## src/rtl/nfa_pkg.sv

```systemverilog
package nfa_pkg;
  localparam int unsigned NFA_CHAR_W = 8;
  localparam int unsigned NFA_STATES = 8;

  // update kind applied to the state vector on a clock edge
  typedef enum logic [1:0] {
    UPD_HOLD  = 2'd0,
    UPD_STEP  = 2'd1,
    UPD_CLEAR = 2'd2
  } nfa_upd_e;
endpackage

```

## src/rtl/nfa_rst_sync.sv

```systemverilog
module nfa_rst_sync (
  input  logic clk_i,
  input  logic rst_ni,
  output logic rst_no
);
  logic [1:0] sync_q;

  always_ff @(posedge clk_i or negedge rst_ni) begin
    if (!rst_ni) sync_q <= 2'b00;
    else         sync_q <= {sync_q[0], 1'b1};
  end

  assign rst_no = sync_q[1];
endmodule

```

## src/rtl/nfa_cfg_store.sv

```systemverilog
module nfa_cfg_store #(
  parameter int unsigned N     = 8,
  parameter int unsigned CW    = 8,
  parameter int unsigned IW    = 3
) (
  input  logic            clk_i,
  input  logic            rst_ni,
  input  logic            wr_en_i,
  input  logic [IW-1:0]   wr_idx_i,
  input  logic [CW-1:0]   wr_label_i,
  input  logic [N-1:0]    wr_pred_i,
  input  logic            wr_start_i,
  input  logic            wr_accept_i,
  output logic [N*CW-1:0] label_flat_o,
  output logic [N*N-1:0]  pred_flat_o,
  output logic [N-1:0]    start_vec_o,
  output logic [N-1:0]    accept_vec_o
);
  for (genvar i = 0; i < N; i++) begin : g_rec
    logic [CW-1:0] label_q, label_d;
    logic [N-1:0]  pred_q, pred_d;
    logic          start_q, start_d;
    logic          accept_q, accept_d;
    logic          sel;

    assign sel = wr_en_i && (wr_idx_i == IW'(i));

    always_comb begin
      label_d  = label_q;
      pred_d   = pred_q;
      start_d  = start_q;
      accept_d = accept_q;
      if (sel) begin
        label_d  = wr_label_i;
        pred_d   = wr_pred_i;
        start_d  = wr_start_i;
        accept_d = wr_accept_i;
      end
    end

    always_ff @(posedge clk_i or negedge rst_ni) begin
      if (!rst_ni) begin
        label_q  <= '0;
        pred_q   <= '0;
        start_q  <= 1'b0;
        accept_q <= 1'b0;
      end else if (sel) begin
        label_q  <= label_d;
        pred_q   <= pred_d;
        start_q  <= start_d;
        accept_q <= accept_d;
      end
    end

    assign label_flat_o[i*CW +: CW] = label_q;
    assign pred_flat_o[i*N +: N]    = pred_q;
    assign start_vec_o[i]           = start_q;
    assign accept_vec_o[i]          = accept_q;
  end
endmodule

```

## src/rtl/nfa_state_vec.sv

```systemverilog
module nfa_state_vec
  import nfa_pkg::*;
#(
  parameter int unsigned N  = 8,
  parameter int unsigned CW = 8
) (
  input  logic            clk_i,
  input  logic            rst_ni,
  input  nfa_upd_e        upd_i,
  input  logic [CW-1:0]   data_i,
  input  logic [N*CW-1:0] label_flat_i,
  input  logic [N*N-1:0]  pred_flat_i,
  input  logic [N-1:0]    start_vec_i,
  input  logic [N-1:0]    accept_vec_i,
  output logic [N-1:0]    active_o,
  output logic            match_o
);
  logic [N-1:0] active_q, active_d;
  logic [N-1:0] hit;
  logic         match_q, match_d;
  logic         upd_en;

  for (genvar i = 0; i < N; i++) begin : g_cell
    logic lbl_eq;
    logic armed;
    assign lbl_eq = (label_flat_i[i*CW +: CW] == data_i);
    assign armed  = start_vec_i[i] || (|(pred_flat_i[i*N +: N] & active_q));
    assign hit[i] = lbl_eq && armed;
  end

  always_comb begin
    active_d = active_q;
    match_d  = 1'b0;
    unique case (upd_i)
      UPD_CLEAR: active_d = '0;
      UPD_STEP: begin
        active_d = hit;
        match_d  = |(hit & accept_vec_i);
      end
      default: active_d = active_q;
    endcase
  end

  assign upd_en = (upd_i != UPD_HOLD) || match_q;

  always_ff @(posedge clk_i or negedge rst_ni) begin
    if (!rst_ni) begin
      active_q <= '0;
      match_q  <= 1'b0;
    end else if (upd_en) begin
      active_q <= active_d;
      match_q  <= match_d;
    end
  end

  assign active_o = active_q;
  assign match_o  = match_q;
endmodule

```

## src/rtl/nfa_regex_match.sv

```systemverilog
module nfa_regex_match
  import nfa_pkg::*;
#(
  parameter int unsigned NUM_STATES = NFA_STATES,
  parameter int unsigned CHAR_W     = NFA_CHAR_W,
  localparam int unsigned IDX_W     = (NUM_STATES > 1) ? $clog2(NUM_STATES) : 1
) (
  input  logic                  clk_i,
  input  logic                  rst_ni,
  input  logic                  clr_i,
  input  logic                  in_valid_i,
  input  logic [CHAR_W-1:0]     in_data_i,
  input  logic                  cfg_we_i,
  input  logic [IDX_W-1:0]      cfg_idx_i,
  input  logic [CHAR_W-1:0]     cfg_label_i,
  input  logic [NUM_STATES-1:0] cfg_pred_i,
  input  logic                  cfg_start_i,
  input  logic                  cfg_accept_i,
  output logic                  match_o,
  output logic [NUM_STATES-1:0] active_o
);
  logic                           rst_n_q;
  logic                           cfg_wr;
  nfa_upd_e                       upd;
  logic [NUM_STATES*CHAR_W-1:0]   label_flat;
  logic [NUM_STATES*NUM_STATES-1:0] pred_flat;
  logic [NUM_STATES-1:0]          start_vec;
  logic [NUM_STATES-1:0]          accept_vec;

  nfa_rst_sync u_rst (
    .clk_i  (clk_i),
    .rst_ni (rst_ni),
    .rst_no (rst_n_q)
  );

  // records may only change while the stream is idle
  assign cfg_wr = cfg_we_i && !in_valid_i;

  always_comb begin
    if (clr_i)           upd = UPD_CLEAR;
    else if (in_valid_i) upd = UPD_STEP;
    else                 upd = UPD_HOLD;
  end

  nfa_cfg_store #(
    .N  (NUM_STATES),
    .CW (CHAR_W),
    .IW (IDX_W)
  ) u_cfg (
    .clk_i        (clk_i),
    .rst_ni       (rst_n_q),
    .wr_en_i      (cfg_wr),
    .wr_idx_i     (cfg_idx_i),
    .wr_label_i   (cfg_label_i),
    .wr_pred_i    (cfg_pred_i),
    .wr_start_i   (cfg_start_i),
    .wr_accept_i  (cfg_accept_i),
    .label_flat_o (label_flat),
    .pred_flat_o  (pred_flat),
    .start_vec_o  (start_vec),
    .accept_vec_o (accept_vec)
  );

  nfa_state_vec #(
    .N  (NUM_STATES),
    .CW (CHAR_W)
  ) u_states (
    .clk_i        (clk_i),
    .rst_ni       (rst_n_q),
    .upd_i        (upd),
    .data_i       (in_data_i),
    .label_flat_i (label_flat),
    .pred_flat_i  (pred_flat),
    .start_vec_i  (start_vec),
    .accept_vec_i (accept_vec),
    .active_o     (active_o),
    .match_o      (match_o)
  );
endmodule

```

## config.mk

```make
export PLATFORM = sky130hd
export DESIGN_NAME = nfa_regex_match
export DESIGN_NICKNAME = d
export VERILOG_FILES = /design/src/rtl/nfa_pkg.sv /design/src/rtl/nfa_rst_sync.sv /design/src/rtl/nfa_cfg_store.sv /design/src/rtl/nfa_state_vec.sv /design/src/rtl/nfa_regex_match.sv
export SDC_FILE = /design/constraint.sdc
export NUM_CORES = 1
export LEC_CHECK = 0
export BUFFER_PORTS_ARGS = -buffer_cell sky130_fd_sc_hd__buf_2
export CAP_MARGIN = 20
export CORE_MARGIN = 2
export CORE_UTILIZATION = 45
export CTS_CLUSTER_DIAMETER = 200
export DETAILED_ROUTE_END_ITERATION = 6
export SLEW_MARGIN = 30
export SYNTH_ARGS = -nofsm -noshare
export SYNTH_HDL_FRONTEND = slang
export SYNTH_HIERARCHICAL = 1
export SYNTH_SLANG_ARGS = --single-unit
export TNS_END_PERCENT = 10
```

## constraint.sdc

```tcl
create_clock -name clk_i -period 6.03 [get_ports clk_i]
set_input_delay 1.206 -clock clk_i [delete_from_list [all_inputs] [get_ports clk_i]]
set_output_delay 1.206 -clock clk_i [all_outputs]
set_load 0.05 [all_outputs]
```

==> summary.md, run 1 <==
| Metric | Value |
|---|---|
| Post-Synth Simple-Gate Area | 5.090% |
| Distinct cells, synth | 39 |
| Postcts setup bufs | 0 |
| EDFF count, synth | 0 |
| Cts repair resizes | 0 |
| Share of layout cells above drive strength 1 | 42.42% |
| Switching share of power | 24.90% |
| Setup TNS Final | 0 ns |
| Crit. path cell count | 4 |
| Mapped cell area | 7326 µm² |
| Syn Nets | 567 |
| Rows | 46 |
| Tcrit/Tclk final | 47.74% |
| Bufs and invs on worst path | 1 |
| Area Growth Syn to Fin | 10.78% |
| Io pins | 43 |
| Critical Path Fanout Max | 18 |
| Synth warnings | 6 |
| Class of the most critical setup path | primary input to register |
| Clk_skew | 0.007586 ns |
| Status | finished clean |
| Antenna viol nets, final | 0 |
| Async S/R FF share, synth | 100.0% |
| Mux cell area share after synthesis | 22.65% |
| Register area share after synthesis | 52.95% |
| Maximum clock path buffer count | 2 |
| FF+latch count, synth | 155 |
| Mean routed wirelength per cell | 20.89 µm |
| Vias per std cell | 5.453 |
| HP Class | register to async pin |
| Skew-Pair Late Insertion Delay | 0.43 ns |
| DIE AREA | 17320 µm² |
| Slowest stage cell, crit path | nand4b_2 |
| WP data arrival | 3.18 ns |
| Pin count of the biggest net entering global routing | 84 |
| Fill count | 1402 |
| Initial DRC count | 228 |
| Max VDD drop | 0.2097 mV |
| # diodes | 0 |
| Final hold slack | 0.2507 ns |
| Min cycle time layout | 2.879 ns |
| Final wirelength | 16230 µm |
| Die W | 131.6 µm |
| Reg clk slew, reported paths | 0.06 ns |
| Synth top area share | 52.95% |
| Clk sink count | 155 |
| Final hold viol count | 0 |
| CTS tree | done |
| Final core utilization | 51.09% |
| Most frequent cell after synthesis | dfrtp_1 |
| Pwr dens | 365.5 nW/µm² |
| Comb pwr share | 15.6% |
| Total CTS buffers | 17 |
| Max cap viols | 0 |
| Drt first pass iters | 4 |
| First-pass GRT wire length | 25970 µm |
| Via count | 4237 |
| Die height | 131.6 µm |
| Critical Path, Cell by Cell | buf_2 > nor2b_1 > nand4b_2 > mux2_2 |
| Clock Tree Root | clkbuf_16 |
| Floorplan core area | 15890 µm² |
| Cell taking the most area after synthesis | dfrtp_1 |
| RSZ-0062 raised after global routing | false |
| Global route overflow | 0 |
| CP peak stage delay | 0.81 ns |
| Starting Density | 46.12% |
| Psw | 0.7386 mW |
| Number of global-route vias before repair | 4541 |
| Startpoint types | primary input |
| R2R depth | 5 |
| Slew Viols, Final | 0 |
| FMAX | 347.4 MHz |
| Reg power frac | 47.4% |
| Ys flop type | dfrtp_1 |
| NumNets Final | 584 |
| Worst Setup End Kind | register |
| Internal Power | 2.227 mW |
| Cts hold-fix bufs | 0 |
| Clock power share | 37.0% |
| Worst-Margin Slew | 0.8353 ns |
| Final Setup Violations | 0 |
| DP Wirelength | 10580 µm |
| Post-Synth XOR/XNOR Area | 7.652% |
| Drt drc | 0 |
| Initial antenna violation count | 0 |
| CTS HTree Levels | 4 |
| Commonest cells in the synthesized netlist | dfrtp_1 (155), mux2_2 (134), xnor2_1 (64) |
| WP data required | 6.33 ns |
| Rel. slew slack | 44.11% |
| Cells after Synth | 531 |
| GRT Resource Usage Total | 19.90% |
| Port buffer count | 42 |
| Largest family of logic cells by synthesized area | multiplexers |
| Compound-Gate Fraction of Synth Area | 5.295% |
| GPL Wtd Cong | 0.7957 |
| Avg Inst Size Synth | 13.80 µm² |
| Static Leak | 3.434 nW |
| Kind of cell adding the most delay to the critical path | simple AND/OR/NAND/NOR gates |
| Post-Synth Adder-Cell Area | 0.3416% |
| Dominant cells by area after synthesis | dfrtp_1 (53%), mux2_2 (21%), xnor2_1 (7.7%) |
[worst paths after layout]
path / startpoint / to / slack, ns
worst max-delay path: in_valid_i / u_cfg/g_rec[6].label_q[4] / 3.15
worst min-delay path: u_rst/sync_q[1] / u_cfg/g_rec[3].label_q[3] / 0.25
worst max register to register: u_states/active_o[5] / u_states/match_o / 4.20
worst min register to register: u_rst/sync_q[1] / u_cfg/g_rec[3].label_q[3] / 0.25
max in group asynchronous: u_rst/sync_q[1] / u_cfg/g_rec[3].pred_q[4] / 4.74
min in group clk_i: u_rst/sync_q[0] / u_rst/sync_q[1] / 0.35
[worst register-to-register path, cell delays in order (launching register included)]
cell and delay (ns):
dfrtp_1 0.51, a22o_1 0.29, a221oi_1 0.36, nand3_1 0.19, a32oi_1 0.21, a41oi_1 0.13
[routing by layer]
metal | routed length [µm] | GRT usage (%)
met3 | 500 | 3.858
met4 | 388 | 7.971
met5 | 0 | 0
met2 | 8086 | 32.96
met1 | 7254 | 25.77
[layout make-up]
cell class                      instances  area [µm²]  share of cell area [%]
Multi-Input combinational cell        312        3024                   37.26
Timing Repair Buffer                   46       264.0                   3.253
Clock inverter                         10       140.1                   1.727
Tap cell                              216       270.3                   3.330
Clock buffer                           22       474.2                   5.843
Inverter                               16       60.06                  0.7401
Sequential cell                       155        3882                   47.84
[kinds of logic (layout without fill, tap and decap cells)]
logic type | Yosys count | in the layout
xor gates and xnor gates | 64 | 64
muxes | 144 | 144
DFF | 155 | 155
other | 1 | 1
and+or+nand+nor | 55 | 55
adders and majority gates | 2 | 2
buffers and inverters | 64 | 94
AOI/OAI and AO/OA | 46 | 46
[power by group through the flow]
stage          clock network [mW]  registers (mW)  logic [mW]
2_1_floorplan                   0            1.40       0.395
3_3_place_gp                    0            1.42       0.442
3_5_place_dp                    0            1.43       0.457
4_1_cts                      1.12            1.41       0.459
5_1_grt                      1.17            1.44       0.507
6_report                     1.10            1.41       0.462
[cell usage in the layout, fill, tap and decap left out, types with 2 or more instances in the layout]
master        n
a21oi_1       8
a221oi_1      3
a221oi_2      5
a222oi_1      8
a22o_1        8
a32oi_1       4
and4bb_2      2
buf_2        42
buf_4         2
bufinv_16     3
clkbuf_1      2
clkbuf_16    17
clkbuf_8      3
clkinv_2      2
clkinv_4      2
clkinvlp_4    3
dfrtp_1     154
ha_1          2
inv_1        16
mux2_2      134
mux2_4       10
nand2_1       7
nand3_1       9
nand4_1      16
nand4b_2      3
nor2_1        5
nor3_1        5
o21ai_0       2
o22ai_1       6
xnor2_1      64
[metrics by stage]
stage | std cells | setup slack (ns) | total power, mW | instance area [µm²]
global route | 777 | 3.007 | 3.110 | 8115
floorplan | 531 | 1.391 | 1.793 | 7326
global placement | 744 | 2.845 | 1.857 | 7470
CTS | 776 | 3.168 | 2.993 | 8088
finish | 777 | 3.151 | 2.966 | 8115
detailed placement | 744 | 2.728 | 1.887 | 7473
[registers in the layout, summed over array words and instances (netlist names)]
register,flops
u_cfg/g_rec.accept_q,8
u_cfg/g_rec.label_q,64
u_cfg/g_rec.pred_q,64
u_cfg/g_rec.start_q,8
u_rst/sync_q,2
u_states/active_o,8
u_states/match_o,1
Power figures use the tool's default switching activity.
==> run 2, diff against run 1 <==
clock period = 2.8 ns   (was 6.03 ns; I/O delays follow)
==> run 2 against run 1 <==
First-iteration DRC count is 18% lower; clock power is 130% higher; critical path depth fell by 3; combinational power rose by 120%; sequential power rose by 110%.
==> summary.md, run 2 (synthesized netlist as in run 1, its figures left out) <==
| Metric | Value |
|---|---|
| Status | finished clean |
| Rows | 46 |
| CP peak stage delay | 0.66 ns |
| Max VDD drop | 0.4481 mV |
| Max cap viols | 0 |
| Die W | 131.6 µm |
| Skew-Pair Late Insertion Delay | 0.43 ns |
| Clk sink count | 155 |
| Die height | 131.6 µm |
| Initial DRC count | 188 |
| Regs by FF count | u_cfg/g_rec.label_q x64, u_cfg/g_rec.pred_q x64 |
| WP data arrival | 1.44 ns |
| Critical Path, Cell by Cell | buf_2 |
| Psw | 1.593 mW |
| Worst Setup End Kind | output pin |
| Global route overflow | 0 |
| Final hold viol count | 0 |
| Reg clk slew, reported paths | 0.06 ns |
| NumNets Final | 589 |
| Io pins | 43 |
| Final Setup Violations | 0 |
| R2R depth | 5 |
| GPL Wtd Cong | 0.7731 |
| Static Leak | 3.482 nW |
| Class of the most critical setup path | register to output pin |
| Cells after DPL | 749 |
| Min cycle time layout | 2.004 ns |
| Number of global-route vias before repair | 4564 |
| Pin count of the biggest net entering global routing | 82 |
| Final Instance Count excl. Fillers | 782 |
| Floorplan core area | 15890 µm² |
| Finished Cell Area | 8193 µm² |
| Initial antenna violation count | 0 |
| Highest-count cells in the layout ignoring fill and taps | dfrtp_1 (154), mux2_2 (134), xnor2_1 (64) |
| Slowest stage cell, crit path | dfrtp_1 |
| CTS HTree Levels | 4 |
| Drt first pass iters | 7 |
| Starting Density | 46.12% |
| Critical Path Fanout Max | 10 |
| Drt drc | 0 |
| Port buffer count | 42 |
| Final wirelength | 16310 µm |
| Worst r2r src | u_states/active_o[5] |
| Placed instance area | 7532 µm² |
| Bufs and invs on worst path | 1 |
| Clock Tree Root | clkbuf_16 |
| Via count | 4253 |
| Clk_skew | 0.01632 ns |
| Startpoint types | register |
| Kind of cell adding the most delay to the critical path | flip-flops |
| First-pass GRT wire length | 26040 µm |
| Final core utilization | 51.58% |
| WP data required | 2.24 ns |
| Total power | 6.549 mW |
| Pre-CTS setup slack | 0.4882 ns |
| GRT Resource Usage Total | 19.83% |
| Cts repair resizes | 0 |
| RSZ-0062 raised after global routing | false |
| Switching share of power | 24.32% |
| CTS tree | done |
| Clock power share | 38.6% |
| Mean routed wirelength per cell | 20.85 µm |
| Slew Viols, Final | 0 |
| Maximum clock path buffer count | 2 |
| Antenna viol nets, final | 0 |
| Reg power frac | 46.2% |
| Total CTS buffers | 17 |
| R2r setup slk | 0.90 ns |
| HP Class | register to async pin |
| Tcrit/Tclk final | 71.56% |
| Setup TNS Final | 0 ns |
| Pwr dens | 799.4 nW/µm² |
| Vias per std cell | 5.439 |
| Area Growth Syn to Fin | 11.84% |
| DIE AREA | 17320 µm² |
| Final hold slack | 0.2389 ns |
| Reg2reg end | u_states/match_o |
| Worst-Margin Slew | 0.8585 ns |
| DP Wirelength | 10820 µm |
| Worst Slack Setup Final | 0.7963 ns |
| Commonest non-fill, non-tap cell in the layout | dfrtp_1 |
| Share of layout cells above drive strength 1 | 42.76% |
| FMAX | 499.1 MHz |
| # diodes | 0 |
| Comb pwr share | 15.2% |
| Rel. slew slack | 42.56% |
| Internal Power | 4.956 mW |
==> run 2: power groups by stage <==
stage	Clock (mW)	Sequential [mW]	Combinational, mW
floorplan	0	3.01	0.850
global placement	0	3.03	0.974
detailed placement	0	3.07	1.01
CTS	2.58	3.03	1.01
global route	2.68	3.09	1.10
finish	2.53	3.03	0.995
==> run 2: worst max-delay path by stage <==
stage	cells after the start	start	to	slack, ns
after floorplan	0	u_rst/sync_q[1]	u_cfg/g_rec[0].accept_q	0.23
after global placement	5	in_valid_i	u_cfg/g_rec[3].label_q[7]	0.53
after detailed placement	5	in_valid_i	u_cfg/g_rec[3].pred_q[4]	0.49
after CTS	1	u_states/active_o[4]	active_o[4]	0.79
after global routing	1	u_states/active_o[4]	active_o[4]	0.78
final	1	u_states/active_o[4]	active_o[4]	0.80
==> run 2: repair_timing <==
item / CTS / global route
hold buffers: 1 / 0
endpoints found under the hold margin: 2 / 0
setup endpoints to repair: 0 / 0
setup buffers: 0 / 0
==> run 2: layout make-up <==
cell class | instances | area, µm²
well taps | 216 | 270.3
flip-flops and latches | 155 | 3882
multi-input cells | 312 | 3024
clock buffers | 21 | 460.4
clock inverters | 11 | 190.2
inverters | 16 | 60.06
repair buffers | 51 | 305.3
fillers | 1424 | 7692
==> run 2: routing by layer <==
metal | wire, µm | vias to the layer above | track usage (%)
met3 | 400 | 12 | 4.282
met1 | 7524 | 2240 | 26.15
met2 | 8158 | 57 | 32.78
met5 | 0 | - | 0
li1 | - | 1944 | -
met4 | 223 | 0 | 6.220
